## src/rtl/rtc_bcd_regs.sv

```systemverilog
module rtc_bcd_regs #(
  parameter int AW = 3
) (
  input  logic          clk,
  input  logic          rst_n,
  input  logic          tick_1hz,
  input  logic          wr_en,
  input  logic [AW-1:0] addr,
  input  logic [7:0]    wr_data,
  output logic [7:0]    rd_data
);
  localparam logic [AW-1:0] A_CTRL = AW'(0);
  localparam logic [AW-1:0] A_SEC  = AW'(1);
  localparam logic [AW-1:0] A_MIN  = AW'(2);
  localparam logic [AW-1:0] A_HR   = AW'(3);
  localparam logic [AW-1:0] A_WDAY = AW'(4);
  localparam logic [AW-1:0] A_DATE = AW'(5);
  localparam logic [AW-1:0] A_MON  = AW'(6);
  localparam logic [AW-1:0] A_YR   = AW'(7);

  logic [7:0] ctrl_q, sec_q, min_q, hr_q, wday_q, date_q, mon_q, yr_q;
  logic       stop_q, cent_q;

  function automatic logic [7:0] bcd_inc(input logic [7:0] v);
    return (v[3:0] == 4'd9) ? {v[7:4] + 4'd1, 4'd0} : {v[7:4], v[3:0] + 4'd1};
  endfunction

  function automatic logic dec_in(input logic [7:0] v, input logic [7:0] lo, input logic [7:0] hi);
    return (v[3:0] <= 4'd9) && (v[7:4] <= 4'd9) && (v >= lo) && (v <= hi);
  endfunction

  logic wr_time, adv, c_min, c_hr, c_day, c_mon, c_yr, leap;
  logic [7:0] last_day;

  assign wr_time = wr_en && (addr != A_CTRL);
  assign adv     = tick_1hz && !stop_q && !wr_time;
  assign c_min   = adv && (sec_q == 8'h59);
  assign c_hr    = c_min && (min_q == 8'h59);
  assign c_day   = c_hr && (hr_q == 8'h23);
  assign leap    = yr_q[4] ? (yr_q[3:0] == 4'd2 || yr_q[3:0] == 4'd6)
                           : (yr_q[3:0] == 4'd0 || yr_q[3:0] == 4'd4 || yr_q[3:0] == 4'd8);

  always_comb begin
    case (mon_q)
      8'h02:                      last_day = leap ? 8'h29 : 8'h28;
      8'h04, 8'h06, 8'h09, 8'h11: last_day = 8'h30;
      default:                    last_day = 8'h31;
    endcase
  end

  assign c_mon = c_day && (date_q >= last_day);
  assign c_yr  = c_mon && (mon_q == 8'h12);

  always_ff @(posedge clk or negedge rst_n) begin
    if (!rst_n) begin
      ctrl_q <= 8'h00; sec_q <= 8'h00; min_q <= 8'h00; hr_q <= 8'h00;
      wday_q <= 8'h01; date_q <= 8'h01; mon_q <= 8'h01; yr_q <= 8'h00;
      stop_q <= 1'b0;  cent_q <= 1'b0;
    end else begin
      if (adv)   sec_q <= c_min ? 8'h00 : bcd_inc(sec_q);
      if (c_min) min_q <= c_hr ? 8'h00 : bcd_inc(min_q);
      if (c_hr)  hr_q  <= c_day ? 8'h00 : bcd_inc(hr_q);
      if (c_day) begin
        wday_q <= (wday_q >= 8'd7) ? 8'd1 : wday_q + 8'd1;
        date_q <= c_mon ? 8'h01 : bcd_inc(date_q);
      end
      if (c_mon) mon_q <= c_yr ? 8'h01 : bcd_inc(mon_q);
      if (c_yr)  yr_q  <= (yr_q == 8'h99) ? 8'h00 : bcd_inc(yr_q);
      if (wr_en) begin
        case (addr)
          A_CTRL: ctrl_q <= (wr_data & ~8'hA0) | 8'h90;
          A_SEC: begin
            stop_q <= wr_data[7];
            if (dec_in({1'b0, wr_data[6:0]}, 8'h00, 8'h59)) sec_q <= {1'b0, wr_data[6:0]};
          end
          A_MIN:  if (dec_in({1'b0, wr_data[6:0]}, 8'h00, 8'h59)) min_q <= {1'b0, wr_data[6:0]};
          A_HR:   if (dec_in({2'b0, wr_data[5:0]}, 8'h00, 8'h23)) hr_q <= {2'b0, wr_data[5:0]};
          A_WDAY: begin
            wday_q <= {5'b0, wr_data[2:0]};
            cent_q <= wr_data[6];
          end
          A_DATE: if (dec_in({2'b0, wr_data[5:0]}, 8'h01, 8'h39)) date_q <= {2'b0, wr_data[5:0]};
          A_MON:  if (dec_in({3'b0, wr_data[4:0]}, 8'h01, 8'h12)) mon_q <= {3'b0, wr_data[4:0]};
          A_YR:   if (dec_in(wr_data, 8'h00, 8'h99)) yr_q <= wr_data;
          default: ;
        endcase
      end
    end
  end

  always_comb begin
    case (addr)
      A_CTRL:  rd_data = ctrl_q;
      A_SEC:   rd_data = {stop_q, sec_q[6:0]};
      A_MIN:   rd_data = min_q;
      A_HR:    rd_data = hr_q;
      A_WDAY:  rd_data = {1'b0, cent_q, 3'b000, wday_q[2:0]};
      A_DATE:  rd_data = date_q;
      A_MON:   rd_data = mon_q;
      default: rd_data = yr_q;
    endcase
  end

  p_sec_range_r2: assert property (@(posedge clk) disable iff (!rst_n)
    (sec_q <= 8'h59) && (sec_q[3:0] <= 4'd9));
  p_hr_range_r3: assert property (@(posedge clk) disable iff (!rst_n)
    (hr_q <= 8'h23) && (hr_q[3:0] <= 4'd9));
  p_mon_range_r4: assert property (@(posedge clk) disable iff (!rst_n)
    (mon_q >= 8'h01) && (mon_q <= 8'h12));
  p_stop_hold_r5: assert property (@(posedge clk) disable iff (!rst_n)
    (stop_q && !wr_en) |=> ($stable(sec_q) && $stable(min_q) && $stable(date_q)));
  p_ctrl_form_r7: assert property (@(posedge clk) disable iff (!rst_n)
    (wr_en && addr == A_CTRL) |=> (ctrl_q[7] && ctrl_q[4] && !ctrl_q[5]));
  p_sec_wrap_r8: assert property (@(posedge clk) disable iff (!rst_n)
    (tick_1hz && !stop_q && !wr_en && sec_q == 8'h59) |=> (sec_q == 8'h00 && min_q != $past(min_q)));
  p_date_nonzero_r9: assert property (@(posedge clk) disable iff (!rst_n)
    date_q != 8'h00);
  p_write_wins_r10: assert property (@(posedge clk) disable iff (!rst_n)
    (tick_1hz && wr_en && addr == A_MIN) |=> $stable(hr_q));
endmodule

```

## config.mk

```make
export PLATFORM = sky130hd
export DESIGN_NAME = rtc_bcd_regs
export DESIGN_NICKNAME = d
export VERILOG_FILES = /design/src/rtl/rtc_bcd_regs.sv
export SDC_FILE = /design/constraint.sdc
export NUM_CORES = 1
export LEC_CHECK = 0
export BUFFER_PORTS_ARGS = -buffer_cell sky130_fd_sc_hd__clkbuf_2
export CAP_MARGIN = 20
export CELL_PAD_IN_SITES_DETAIL_PLACEMENT = 0
export CELL_PAD_IN_SITES_GLOBAL_PLACEMENT = 1
export CORE_ASPECT_RATIO = 1.25
export CORE_MARGIN = 2
export CORE_UTILIZATION = 43
export CTS_CLUSTER_DIAMETER = 50
export DETAILED_ROUTE_END_ITERATION = 16
export PLACE_DENSITY = 0.78
export SYNTH_ARGS = -nofsm -noshare
export SYNTH_HDL_FRONTEND = slang
export SYNTH_SLANG_ARGS = --single-unit
```

## constraint.sdc

```tcl
create_clock -name clk -period 3 [get_ports clk]
set_input_delay 0.15 -clock clk [delete_from_list [all_inputs] [get_ports clk]]
set_output_delay 0.15 -clock clk [all_outputs]
set_load 0.02 [all_outputs]
```

==> key figures, run 1 <==
Status
  – Status: finished, final reports clean

Place
  – Placed Instance Area: 4980 um^2
  – # port buffers: 22
  – DP HPWL: 10300 um
  – Gpl congestion: 0.942

CTS
  – H-tree lvl count: 3
  – Clock buffer depth: 2
  – CTS tree: built
  – Worst-Skew Late Latency: 330 ps
  – Num Clock Sinks: 64
  – Clock-pin slew on the worst setup and hold paths: 60 ps
  – CTS Root Cell: clkbuf_16
  – Num CTS Buffers: 9

Final layout
  – Ant diodes: 0
  – Area delta synth->final: 13.2%
  – Layout cell share with drive strength beyond 1: 0.163
  – Fin area: 5290 um^2
  – Layout Nets: 611

STA
  – Fin. Hold Viols: 0
  – Fmax: 358 MHz
  – Setup TNS: 0 ps
  – Fin crit share: 0.932
  – Post-route minimum period: 2800 ps
  – Least-Margin Pin Slew: 863 ps
  – RSZ-0062 raised after global routing: no
  – Final setup fails: 0
  – Max-slew headroom: 0.421
  – Final hold slack: 69.0 ps
  – Clock skew: 8.77 ps
  – Max-slew violation count: 0

Routing
  – Routed vias/inst: 6.34
  – Via count: 4492
  – # DRC: 0
  – Per-cell routed wire length: 20.4 um
  – WL final: 14500 um
  – Antenna viol nets, final: 0
  – Initial drt markers: 313
  – DRT Pass-1 Iters: 7

Synthesis
  – Commonest cells in the netlist: dfrtp_1, nand2_1, nor2_1
  – Synth top area cells: dfrtp_1, ha_1, o21ai_0
  – Most common cell in the netlist: dfrtp_1
  – Syn_area_per_cell: 8.55 um^2
  – Synthesized area: 4680 um^2
  – Syn Inst Count: 547
  – Synth Flop Type: dfrtp_1
  – Cell taking the most area after synthesis: dfrtp_1
  – Cell variety after synth: 75
  – Number of synthesized flops with an enable pin: 0
  – Synth top area share: 0.326
  – Async SR Flop Fraction: 1.00
  – Syn Nets: 586
  – #FFs+latches synth: 64
  – Synth Warn #: 0
  – Seq/Total Area, Yosys: 0.343

Setup path
  – CP max FO: 10
  – Critical Path RT: 3240 ps
  – Startpoint types: flip-flop
  – Crit path DAT: 3040 ps
  – Crit path kind: reg -> reg
  – CP endpoint kind: flip-flop

Floorplanning
  – Starting density of the core: 0.441
  – Io pins: 23
  – # rows: 42
  – Core Region: 10600 um^2
  – Die X: 97.3 um
  – Die H: 121 um
  – Die Area: 11700 um^2

Global routing
  – First-pass GRT wire length: 23800 um
  – Initial antenna violation count: 0
  – GR Util All Layers: 0.258
  – Pin count of the biggest net entering global routing: 65
  – GRT overflow: 0
  – Number of global-route vias before repair: 4450

Pwr
  – Leakage: 2.23 nW
  – Max VDD drop: 350 uV
  – Cell Pwr Density: 622 nW/um^2

Run
  – Max Cap Violations: 0

Min path
  – Hold Crit Class: in -> reg
area by class of cell:
cell class	count	area (um^2)
inverters	19	71.3
fillers	1033	5320
flip-flops and latches	64	1610
clock inverters	3	17.5
well taps	132	165
clock buffers	13	260
repair buffers	45	298
multi-input cells	433	2880
repair_timing:
| item | CTS | global route |
|---|---|---|
| endpoints found under the setup margin | 0 | 19 |
| resized for setup | 0 | 3 |
| hold endpoints to repair | 61 | 0 |
| setup buffers | 0 | 2 |
| hold buffers | 1 | 0 |
cells by family (layout without fill, tap and decap cells):
family | Yosys count | in the layout | share of synthesized area
flops | 64 | 64 | 0.343
mux | 23 | 23 | 0.0631
compound gates | 145 | 145 | 0.209
xor+xnor | 8 | 8 | 0.0150
fa+ha+maj | 24 | 24 | 0.0642
simple gates | 233 | 233 | 0.262
buf+inv | 50 | 80 | 0.0436
worst max-delay path, stage by stage (launching register included):
cell	delay (ps)
dfrtp_1	470
nor4_1	370
and3_1	240
inv_1	50
ha_1	270
nand3_1	80
o211a_1	310
a211oi_4	520
a31oi_1	140
a211oi_1	240
power breakdown:
part | internal (W) | leakage (nW) | switching (W) | total [W]
registers | 0.00106 | 0.783 | 0.000292 | 0.00135
clock network | 0.000602 | 0.136 | 0.000395 | 0.000997
logic | 0.000435 | 1.31 | 0.000514 | 0.000949
worst paths after layout:
check	start	to	slack (ps)	depth (start not counted)
max reg2reg	mon_q[2]	mon_q[7]	200	9
min	wr_data[2]	sec_q[2]	70	3
min reg2reg	wday_q[7]	wday_q[7]	500	2
max	mon_q[2]	mon_q[7]	200	9
max in group asynchronous	rst_n	wday_q[0]	2300	3
min in group asynchronous	rst_n	yr_q[2]	370	3
cell usage in the layout (no fill, tap or decap), drive strengths merged, types with 4 or more instances in the layout:
master	n
a211o	5
a21oi	29
a31oi	16
and2	4
and3	13
and3b	5
buf	23
clkbuf	34
dfrtp	61
ha	24
inv	19
mux2	12
mux2i	7
mux4	4
nand2	56
nand3	22
nand3b	6
nand4	13
nor2	49
nor2b	11
nor3	18
nor4	7
o211ai	5
o21ai	47
o31ai	4
or2	4
or3	6
xnor2	5
sequential cells by signal, indices dropped and copies added, names as in the netlist:
signal,cells
cent_q,1
yr_q,8
date_q,8
stop_q,1
wday_q,8
min_q,8
hr_q,8
mon_q,8
ctrl_q,6
sec_q,8
stage by stage:
step / util / total power, W / setup WS [ps] / std cells
after floorplan: - / 0.00192 / 161 / 547
after global placement: 0.469 / 0.00225 / 254 / 690
after detailed placement: 0.469 / 0.00228 / 194 / 690
after CTS: 0.496 / 0.00328 / 170 / 707
after global routing: 0.499 / 0.00349 / 29.0 / 709
final: 0.499 / 0.00329 / 204 / 709
metal layers:
metal | vias up | global-route usage | wire, um
li1 | 2071 | - | -
met1 | 2217 | 0.329 | 6040
met2 | 175 | 0.439 | 7210
met3 | 29 | 0.0353 | 827
met4 | 0 | 0.112 | 387
met5 | - | 0 | 0
Note: power is estimated with default switching activity, not from simulation.
==> run 2: changes to the inputs <==
PLACE_DENSITY = default   (was 0.78)
PLACE_DENSITY_LB_ADDON = 0.1   (was default)
==> run 2 against run 1 <==
Net effect: clock power increased by 9%; largest cell class unchanged; core utilization grew 0.41 points; critical path depth is 3 higher; sequential share of layout area fell by 0.25 points; final area increased by 0.83%; critical endpoint is now date_q[0]; non-clock buffer count is 1 higher; register-to-register slack better by 20 ps; hold slack improved by 20 ps.
==> key figures, run 2 (same netlist as run 1, synthesis figures left out) <==
Status
  – Status: finished, final reports clean

Final layout
  – Layout cell share with drive strength beyond 1: 0.164
  – Ant diodes: 0
  – Layout Nets: 612
  – Fin area: 5340 um^2
  – Final Core Density: 0.503
  – Fin cells: 710
  – Fillers: 1052
  – Area delta synth->final: 14.1%
  – Commonest non-fill, non-tap cell in the layout: dfrtp_1
  – Most frequent cells in the layout: dfrtp_1, nand2_1, nor2_1

Global routing
  – First-pass GRT wire length: 23700 um
  – Pin count of the biggest net entering global routing: 42
  – Initial antenna violation count: 0
  – GR Util All Layers: 0.260
  – GRT overflow: 0
  – Number of global-route vias before repair: 4110

Floorplanning
  – Die X: 97.3 um
  – Io pins: 23
  – Die H: 121 um
  – # rows: 42
  – Die Area: 11700 um^2
  – Core Region: 10600 um^2
  – Starting density of the core: 0.441

Place
  – # port buffers: 22
  – Placed Instance Area: 4950 um^2
  – Placed cell count: 688
  – DP HPWL: 10800 um
  – Gpl congestion: 0.835

STA
  – Fin crit share: 0.924
  – Post-route minimum period: 2770 ps
  – Fin. Hold Viols: 0
  – Final hold slack: 89.2 ps
  – Fmax: 361 MHz
  – Clock skew: 7.30 ps
  – Setup TNS: 0 ps
  – Least-Margin Pin Slew: 884 ps
  – Max-slew headroom: 0.406
  – Max-slew violation count: 0
  – Final setup fails: 0
  – RSZ-0062 raised after global routing: no

Pwr
  – Max VDD drop: 336 uV
  – Cell Pwr Density: 631 nW/um^2
  – Leakage: 2.25 nW

Setup path
  – Critical Path RT: 3260 ps
  – Startpoint types: flip-flop
  – CP max FO: 5
  – Critical path launch point: mon_q[5]
  – Critical Path End: date_q[0]
  – R2R cell count: 12
  – CP peak stage delay: 430 ps
  – R2r setup slk: 230 ps
  – Crit path kind: reg -> reg
  – Worst reg2reg path endpoint: date_q[0]
  – RR Startpoint: mon_q[5]
  – CP endpoint kind: flip-flop
  – Crit path DAT: 3040 ps
  – Critical-path cell list: inv_1 -> ha_2 -> a41oi_1 -> nor3_1 -> nand2_1 -> ha_1 -> nor4b_2 -> o211ai_1 -> buf_4 -> a211oi_1 -> o21ai_0 -> mux2_2
  – Slowest cell on the critical path: dfrtp_1

Routing
  – Routed vias/inst: 6.13
  – Antenna viol nets, final: 0
  – Initial drt markers: 186
  – Per-cell routed wire length: 20.8 um
  – WL final: 14800 um
  – Via count: 4349
  – # DRC: 0
  – DRT Pass-1 Iters: 5

CTS
  – Num Clock Sinks: 64
  – H-tree lvl count: 3
  – Clock-pin slew on the worst setup and hold paths: 60 ps
  – Num CTS Buffers: 9
  – CTS tree: built
  – Clock buffer depth: 2
  – Worst-Skew Late Latency: 340 ps
  – CTS Root Cell: clkbuf_16

Min path
  – Hold Crit Class: in -> reg

Run
  – Max Cap Violations: 0
[run 2: area by class of cell]
| type | count | area (um^2) | share of cell area |
|---|---|---|---|
| Multi-Input combinational cell | 433 | 2880 | 0.539 |
| Sequential cell | 64 | 1610 | 0.301 |
| Timing Repair Buffer | 46 | 318 | 0.0595 |
| Clock buffer | 13 | 260 | 0.0488 |
| Tap cell | 132 | 165 | 0.0309 |
| Inverter | 19 | 71.3 | 0.0134 |
| Clock inverter | 3 | 40.0 | 0.00750 |
[run 2: worst max-delay path: cells and delay by family (launching register included)]
family,cells,cell delay (ps)
AOI/OAI and AO/OA,4,630
adders and majority gates,2,520
buffers and inverters,2,310
DFF,1,430
muxes,1,270
and+or+nand+nor,3,530
[run 2: per-layer routing]
metal  global-route usage  wire [um]
met3               0.0422        631
met4               0.0998        483
met5                    0          0
met1                0.342       6470
met2                0.433       7210
[run 2: power breakdown]
group | internal, W | leakage (nW) | switching [W]
Clock | 0.000687 | 0.150 | 0.000400
Sequential | 0.00106 | 0.783 | 0.000294
Combinational | 0.000427 | 1.32 | 0.000503
Total | 0.00217 | 2.25 | 0.00120
[run 2: timing repair]
item | CTS | global route
gates resized for setup | 0 | 3
endpoints found under the hold margin | 0 | 37
setup buffers | 0 | 4
endpoints found under the setup margin | 0 | 22
hold buffers | 0 | 1
[run 2: worst min-delay path by stage]
stage                          start        to  cells after the start
after floorplan                rst_n    cent_q                      0
after global placement         rst_n  mon_q[6]                      1
after detailed placement       rst_n  mon_q[6]                      1
after CTS                      rst_n  mon_q[6]                      1
after global routing      wr_data[7]   yr_q[7]                      3
final                     wr_data[7]   yr_q[7]                      3
[run 2: per-stage QoR]
stage | worst slack, ps | power (W)
after global placement | 198 | 0.00225
after CTS | 143 | 0.00336
after global routing | 27.4 | 0.00356
after detailed placement | 150 | 0.00227
final | 227 | 0.00337
after floorplan | 161 | 0.00192
